**src/rtl/nco_pkg.sv**
```systemverilog
package nco_pkg;

    localparam int PHASE_W = 32;
    localparam int ATAN_DEPTH = 24;
    localparam real CORDIC_INV_GAIN = 0.6072529350088813;

    typedef logic [PHASE_W-1:0] phase_t;

    // control words captured at the start of a conversion
    typedef struct packed {
        phase_t step;
        phase_t pmod;
        phase_t fmod;
    } nco_ctrl_t;

    // post-rotation correction for the folded half-turn
    typedef enum logic {
        FOLD_KEEP   = 1'b0,
        FOLD_NEGATE = 1'b1
    } fold_e;

    // atan(2^-idx) in units of 2^-32 turn
    function automatic phase_t atan_angle(input int unsigned idx);
        case (idx)
            0:       return 32'd536870912;
            1:       return 32'd316933406;
            2:       return 32'd167458907;
            3:       return 32'd85004756;
            4:       return 32'd42667331;
            5:       return 32'd21354465;
            6:       return 32'd10679838;
            7:       return 32'd5340245;
            8:       return 32'd2670163;
            9:       return 32'd1335087;
            10:      return 32'd667544;
            11:      return 32'd333772;
            12:      return 32'd166886;
            13:      return 32'd83443;
            14:      return 32'd41722;
            15:      return 32'd20861;
            16:      return 32'd10430;
            17:      return 32'd5215;
            18:      return 32'd2608;
            19:      return 32'd1304;
            20:      return 32'd652;
            21:      return 32'd326;
            22:      return 32'd163;
            23:      return 32'd81;
            default: return '0;
        endcase
    endfunction

    // start magnitude: gain reciprocal times full scale, with guard bits
    function automatic int init_magnitude(input int n, input int g);
        real a;
        a = CORDIC_INV_GAIN * (2.0 ** (n - 1) - 1.0) * (2.0 ** g);
        return $rtoi(a + 0.5);
    endfunction

endpackage

```
**src/rtl/nco_phase_unit.sv**
```systemverilog
module nco_phase_unit
    import nco_pkg::*;
(
    input  logic                      clk,
    input  logic                      rst_n,
    input  logic                      start,
    input  nco_ctrl_t                 ctrl,
    output logic signed [PHASE_W-1:0] residual,
    output fold_e                     fold_q
);

    phase_t acc_q;
    phase_t theta;
    logic   flip_now;

    assign theta    = acc_q + ctrl.pmod;
    // second and third quadrants: move by half a turn
    assign flip_now = theta[PHASE_W-1] ^ theta[PHASE_W-2];
    assign residual = $signed(theta ^ {flip_now, {(PHASE_W-1){1'b0}}});

    always_ff @(posedge clk) begin
        if (!rst_n) begin
            acc_q  <= '0;
            fold_q <= FOLD_KEEP;
        end else if (start) begin
            acc_q  <= acc_q + ctrl.step + ctrl.fmod;
            fold_q <= flip_now ? FOLD_NEGATE : FOLD_KEEP;
        end
    end

endmodule

```
**src/rtl/nco_cordic_iter.sv**
```systemverilog
module nco_cordic_iter
    import nco_pkg::*;
#(
    parameter int N      = 12,
    parameter int IW     = 17,
    parameter int X_INIT = 0
) (
    input  logic                      clk,
    input  logic                      rst_n,
    input  logic                      en,
    input  logic signed [PHASE_W-1:0] z_init,
    output logic                      start,
    output logic                      last,
    output logic signed [IW-1:0]      x_nxt,
    output logic signed [IW-1:0]      y_nxt
);

    localparam int CW = $clog2(N);
    localparam logic [CW-1:0] LAST_ITER = CW'(N - 1);
    localparam logic signed [IW-1:0] X0 = IW'(X_INIT);

    logic [CW-1:0]               iter_q;
    logic signed [IW-1:0]        x_q, y_q, x_in, y_in;
    logic signed [PHASE_W-1:0]   z_q, z_in, z_nxt, step_ang;
    logic                        dir_pos;

    assign start = en && (iter_q == '0);
    assign last  = en && (iter_q == LAST_ITER);

    // first micro-rotation works on the preloaded vector directly
    always_comb begin
        x_in     = (iter_q == '0) ? X0 : x_q;
        y_in     = (iter_q == '0) ? '0 : y_q;
        z_in     = (iter_q == '0) ? z_init : z_q;
        step_ang = $signed(atan_angle(32'(iter_q)));
        dir_pos  = !z_in[PHASE_W-1];
        if (dir_pos) begin
            x_nxt = x_in - (y_in >>> iter_q);
            y_nxt = y_in + (x_in >>> iter_q);
            z_nxt = z_in - step_ang;
        end else begin
            x_nxt = x_in + (y_in >>> iter_q);
            y_nxt = y_in - (x_in >>> iter_q);
            z_nxt = z_in + step_ang;
        end
    end

    always_ff @(posedge clk) begin
        if (!rst_n) begin
            iter_q <= '0;
            x_q    <= '0;
            y_q    <= '0;
            z_q    <= '0;
        end else if (en) begin
            iter_q <= last ? '0 : iter_q + 1'b1;
            x_q    <= x_nxt;
            y_q    <= y_nxt;
            z_q    <= z_nxt;
        end
    end

endmodule

```
**src/rtl/nco_out_stage.sv**
```systemverilog
module nco_out_stage
    import nco_pkg::*;
#(
    parameter int N  = 12,
    parameter int G  = 4,
    parameter int IW = 17
) (
    input  logic                 clk,
    input  logic                 rst_n,
    input  logic                 last,
    input  fold_e                fold,
    input  logic signed [IW-1:0] x_fin,
    input  logic signed [IW-1:0] y_fin,
    output logic signed [N-1:0]  fsin,
    output logic signed [N-1:0]  fcos,
    output logic                 valid
);

    localparam logic signed [IW:0] AMAX = (IW+1)'((2 ** (N - 1)) - 1);
    localparam logic signed [IW:0] HALF = (IW+1)'(2 ** (G - 1));

    // drop guard bits with rounding, clamp to the symmetric range
    function automatic logic signed [N-1:0] shrink(input logic signed [IW-1:0] v);
        logic signed [IW:0] r;
        r = ($signed({v[IW-1], v}) + HALF) >>> G;
        if (r > AMAX)       return AMAX[N-1:0];
        else if (r < -AMAX) return -AMAX[N-1:0];
        else                return r[N-1:0];
    endfunction

    logic signed [N-1:0] s_m, c_m;

    assign s_m = shrink(y_fin);
    assign c_m = shrink(x_fin);

    always_ff @(posedge clk) begin
        if (!rst_n) begin
            fsin  <= '0;
            fcos  <= '0;
            valid <= 1'b0;
        end else begin
            valid <= last;
            if (last) begin
                fsin <= (fold == FOLD_NEGATE) ? -s_m : s_m;
                fcos <= (fold == FOLD_NEGATE) ? -c_m : c_m;
            end
        end
    end

endmodule

```
**src/rtl/nco_serial_cordic.sv**
```systemverilog
module nco_serial_cordic
    import nco_pkg::*;
#(
    parameter int N = 12,
    parameter int G = 4
) (
    input  logic               clk,
    input  logic               reset_n,
    input  logic               clken,
    input  logic [31:0]        phase_step,
    input  logic [31:0]        phase_mod,
    input  logic [31:0]        freq_mod,
    output logic signed [N-1:0] fsin,
    output logic signed [N-1:0] fcos,
    output logic               out_valid
);

    localparam int IW     = N + G + 1;
    localparam int X_INIT = init_magnitude(N, G);

    nco_ctrl_t                 ctrl;
    logic                      start, last;
    logic signed [PHASE_W-1:0] residual;
    fold_e                     fold_q;
    logic signed [IW-1:0]      x_fin, y_fin;

    assign ctrl = '{step: phase_step, pmod: phase_mod, fmod: freq_mod};

    nco_phase_unit u_phase (
        .clk      (clk),
        .rst_n    (reset_n),
        .start    (start),
        .ctrl     (ctrl),
        .residual (residual),
        .fold_q   (fold_q)
    );

    nco_cordic_iter #(.N(N), .IW(IW), .X_INIT(X_INIT)) u_iter (
        .clk    (clk),
        .rst_n  (reset_n),
        .en     (clken),
        .z_init (residual),
        .start  (start),
        .last   (last),
        .x_nxt  (x_fin),
        .y_nxt  (y_fin)
    );

    nco_out_stage #(.N(N), .G(G), .IW(IW)) u_out (
        .clk   (clk),
        .rst_n (reset_n),
        .last  (last),
        .fold  (fold_q),
        .x_fin (x_fin),
        .y_fin (y_fin),
        .fsin  (fsin),
        .fcos  (fcos),
        .valid (out_valid)
    );

endmodule

```
**config.mk**
```make
export PLATFORM = sky130hd
export DESIGN_NAME = nco_serial_cordic
export DESIGN_NICKNAME = d
export VERILOG_FILES = /design/src/rtl/nco_pkg.sv /design/src/rtl/nco_phase_unit.sv /design/src/rtl/nco_cordic_iter.sv /design/src/rtl/nco_out_stage.sv /design/src/rtl/nco_serial_cordic.sv
export SDC_FILE = /design/constraint.sdc
export NUM_CORES = 1
export LEC_CHECK = 0
export BUFFER_PORTS_ARGS = -buffer_cell sky130_fd_sc_hd__buf_2
export CAP_MARGIN = 30
export CORE_MARGIN = 1.5
export CORE_UTILIZATION = 60
export DETAILED_ROUTE_END_ITERATION = 8
export GPL_TIMING_DRIVEN = 0
export PLACE_DENSITY = 0.76
export SKIP_LAST_GASP = 1
export SYNTH_ARGS = -nofsm -noshare
export SYNTH_HDL_FRONTEND = slang
export SYNTH_HIERARCHICAL = 1
export SYNTH_SLANG_ARGS = --single-unit
```
**constraint.sdc**
```tcl
create_clock -name clk -period 14.2 [get_ports clk]
set_input_delay 0 -clock clk [delete_from_list [all_inputs] [get_ports clk]]
set_output_delay 0 -clock clk [all_outputs]
set_load 0.02 [all_outputs]
```
==> summary.md <==
| Metric | Value |
|---|---|
| Maximum clock rate | `88.1 MHz` |
| Clock Pin Slew Worst Setup and Hold Paths | `0.07 ns` |
| Slowest stage delay, CP | `0.65 ns` |
| First-pass GRT wire length | `101000 µm` |
| Die Y | `181 µm` |
| Worst setup margin | `2.85 ns` |
| CP Data Required Time | `14.56 ns` |
| RR Endpoint | `u_out/fcos[4]` |
| DIE AREA | `0.0327 mm²` |
| Worst-Margin Slew | `1.04 ns` |
| DR pass1 iterations | `6` |
| Core box area | `0.0308 mm²` |
| Post-route cell area | `0.0207 mm²` |
| CTS root buf | `clkbuf_16` |
| Avg Inst Size Synth | `7.46 µm²` |
| Crit. End Element | `flip-flop` |
| Port bufs | `122` |
| Slowest CP cell | `clkbuf_1` |
| Via density | `6.68` |
| Max Fanout on Critical Path | `10` |
| Final core utilization | `0.671` |
| CP top delay family | `buffers and inverters` |
| Vias in the first global route | `19400` |
| P&R area growth vs syn | `9.11%` |
| Hold Crit Class | `primary input to flip-flop` |
| CP arrival | `11.71 ns` |
| Post-CTS Hold Fix Bufs | `0` |
| Placement Cell Area | `0.0201 mm²` |
| WHS Endpoint | `u_phase/acc_q[0]` |
| Final setup fails | `0` |
| Clock Tree Buf Depth | `2` |
| CTS H-tree depth | `4` |
| DPL Wire Length | `50600 µm` |
| Pre-CTS setup slack | `3.34 ns` |
| CTS buffer count | `17` |
| TNS Setup | `0 ns` |
| 1st-iter DRT viols | `2201` |
| Final period utilization | `0.799` |
| Worst Skew | `0.0180 ns` |
| Initial Util | `0.615` |
| Leakage | `8.92 nW` |
| Post-Layout Cell Count | `3090` |
| RSZ-0062 raised after global routing | `no` |
| DRT Wirelength | `64500 µm` |
| Worst Min Path Start | `phase_step[0]` |
| Fin. Hold Viols | `0` |
| Register area | `0.00316 mm²` |
| Layout cells sized above 1 | `0.104` |
| Worst path depth | `39` |
| Cell mode on critical path | `clkbuf_1` |
| TritonCTS clock tree | `done` |
| Status | `completed` |
| Reg2reg setup slack | `2.85 ns` |
| Post-synth net total | `2802` |
| Antenna violations before repair | `0` |
| Routed len/inst | `20.9 µm` |
| I/O pin cnt | `124` |
| Worst Hold Path Cells | `5` |
| Worst path bufs/invs | `16` |
| GRT Residual Overflow | `0` |
| Area occupied by multi-input gates | `0.0149 mm²` |
| Worst Reg2Reg Path Length in Cells | `39` |
| Gpl congestion | `1.03` |
| FP Rows | `64` |
| Kind of critical path | `flip-flop to flip-flop` |
| Antenna-violating nets left | `0` |
| Chip width | `181 µm` |
| Slew Limit Fails | `0` |
| CP Launch Type | `flip-flop` |
| Filler cell count | `2640` |
| Worst relative slew slack | `0.305` |
| Yosys warns | `6` |
| Clock Latency Late Sink | `0.45 ns` |
| Inst Count DP | `3058` |
| Worst reg2reg startpoint | `u_iter/iter_q[1]` |
| Tmin final | `11.35 ns` |
| Max-cap violations | `0` |
| Drt drc | `0` |
| TritonCTS Sinks | `158` |
| Worst vdd ir | `184 µV` |
| Via count | `20700` |
| Antenna Cells | `0` |
| Pwr/cell area | `281 mW/mm²` |
| Largest net degree at the start of global routing | `17` |
| Mapped Cells | `2540` |
| Post-Syn Area | `0.0190 mm²` |
| Total GRT Usage | `0.384` |
| Post-CTS setup buffer count | `0` |
| Final #Nets | `2943` |
| CTS resizes | `0` |
stage by stage:
step / power (mW) / hold slack [ns]
after floorplan: 4.12 / 0.152
after global placement: 5.04 / 0.417
after detailed placement: 5.15 / 0.428
after CTS: 5.69 / 0.0549
after global routing: 6.24 / 0.0877
final: 5.81 / 0.0658
sequential cells by signal, indices dropped and copies added, names as in the netlist:
name	flops
u_iter/step_ang	30
u_iter/z_q	32
u_phase/fold_q	1
u_iter/iter_q	4
u_iter/x_q	17
u_phase/acc_q	32
u_out/valid	1
u_out/fsin	12
u_out/fcos	12
u_iter/y_q	17
routing by layer:
metal,global-route usage,vias up,part of all wire
met5,0,-,0
met4,0.174,0,0.044
met3,0.0568,201,0.085
met2,0.646,1091,0.47
met1,0.484,9764,0.41
li1,-,9596,-
worst register-to-register path, delay by kind of cell (launching register included):
| kind | cells | cell delay [ns] |
|---|---|---|
| adder cells (fa/ha/maj) | 3 | 0.79 |
| XOR/XNOR | 1 | 0.25 |
| buffers and inverters | 16 | 5.28 |
| AND/OR/NAND/NOR | 7 | 1.44 |
| flip-flops | 1 | 0.35 |
| AO/OA/AOI/OAI | 12 | 3.16 |
final cells by class:
type	instances	area share
timing repair buffer	122	0.0295
tap	396	0.0240
clock inverter	15	0.00944
sequential	158	0.153
clock buffer	17	0.0206
inverter	72	0.0131
multi-input combinational	2170	0.721
buffer	140	0.0300
where the power goes:
part           switching [mW]  internal [mW]  total (mW)
registers               0.146          0.552       0.698
logic                    2.84           1.77        4.61
clock network           0.223          0.283       0.506
total                    3.21           2.60        5.81
worst max-delay path by stage:
stage,start,endpoint,slack [ns]
floorplan,u_iter/iter_q[1],u_out/fsin[6],5.91
global placement,u_iter/iter_q[1],u_out/fcos[4],3.42
detailed placement,u_iter/iter_q[1],u_out/fcos[4],3.34
CTS,u_iter/iter_q[1],u_out/fcos[4],3.29
global route,u_iter/iter_q[1],u_out/fcos[4],2.22
finish,u_iter/iter_q[1],u_out/fcos[4],2.85
cell usage in the layout, fill, tap and decap left out, types with 68 or more instances in the layout:
cell / count
o21ai_0: 121
a21oi_1: 173
clkbuf_1: 90
dfxtp_1: 158
mux2i_1: 80
xnor2_1: 126
nand3_1: 84
xor2_1: 77
buf_2: 144
nor3_1: 89
ha_1: 129
inv_1: 68
nand2_1: 292
nor2_1: 231
(Power assumes the default switching activity.)
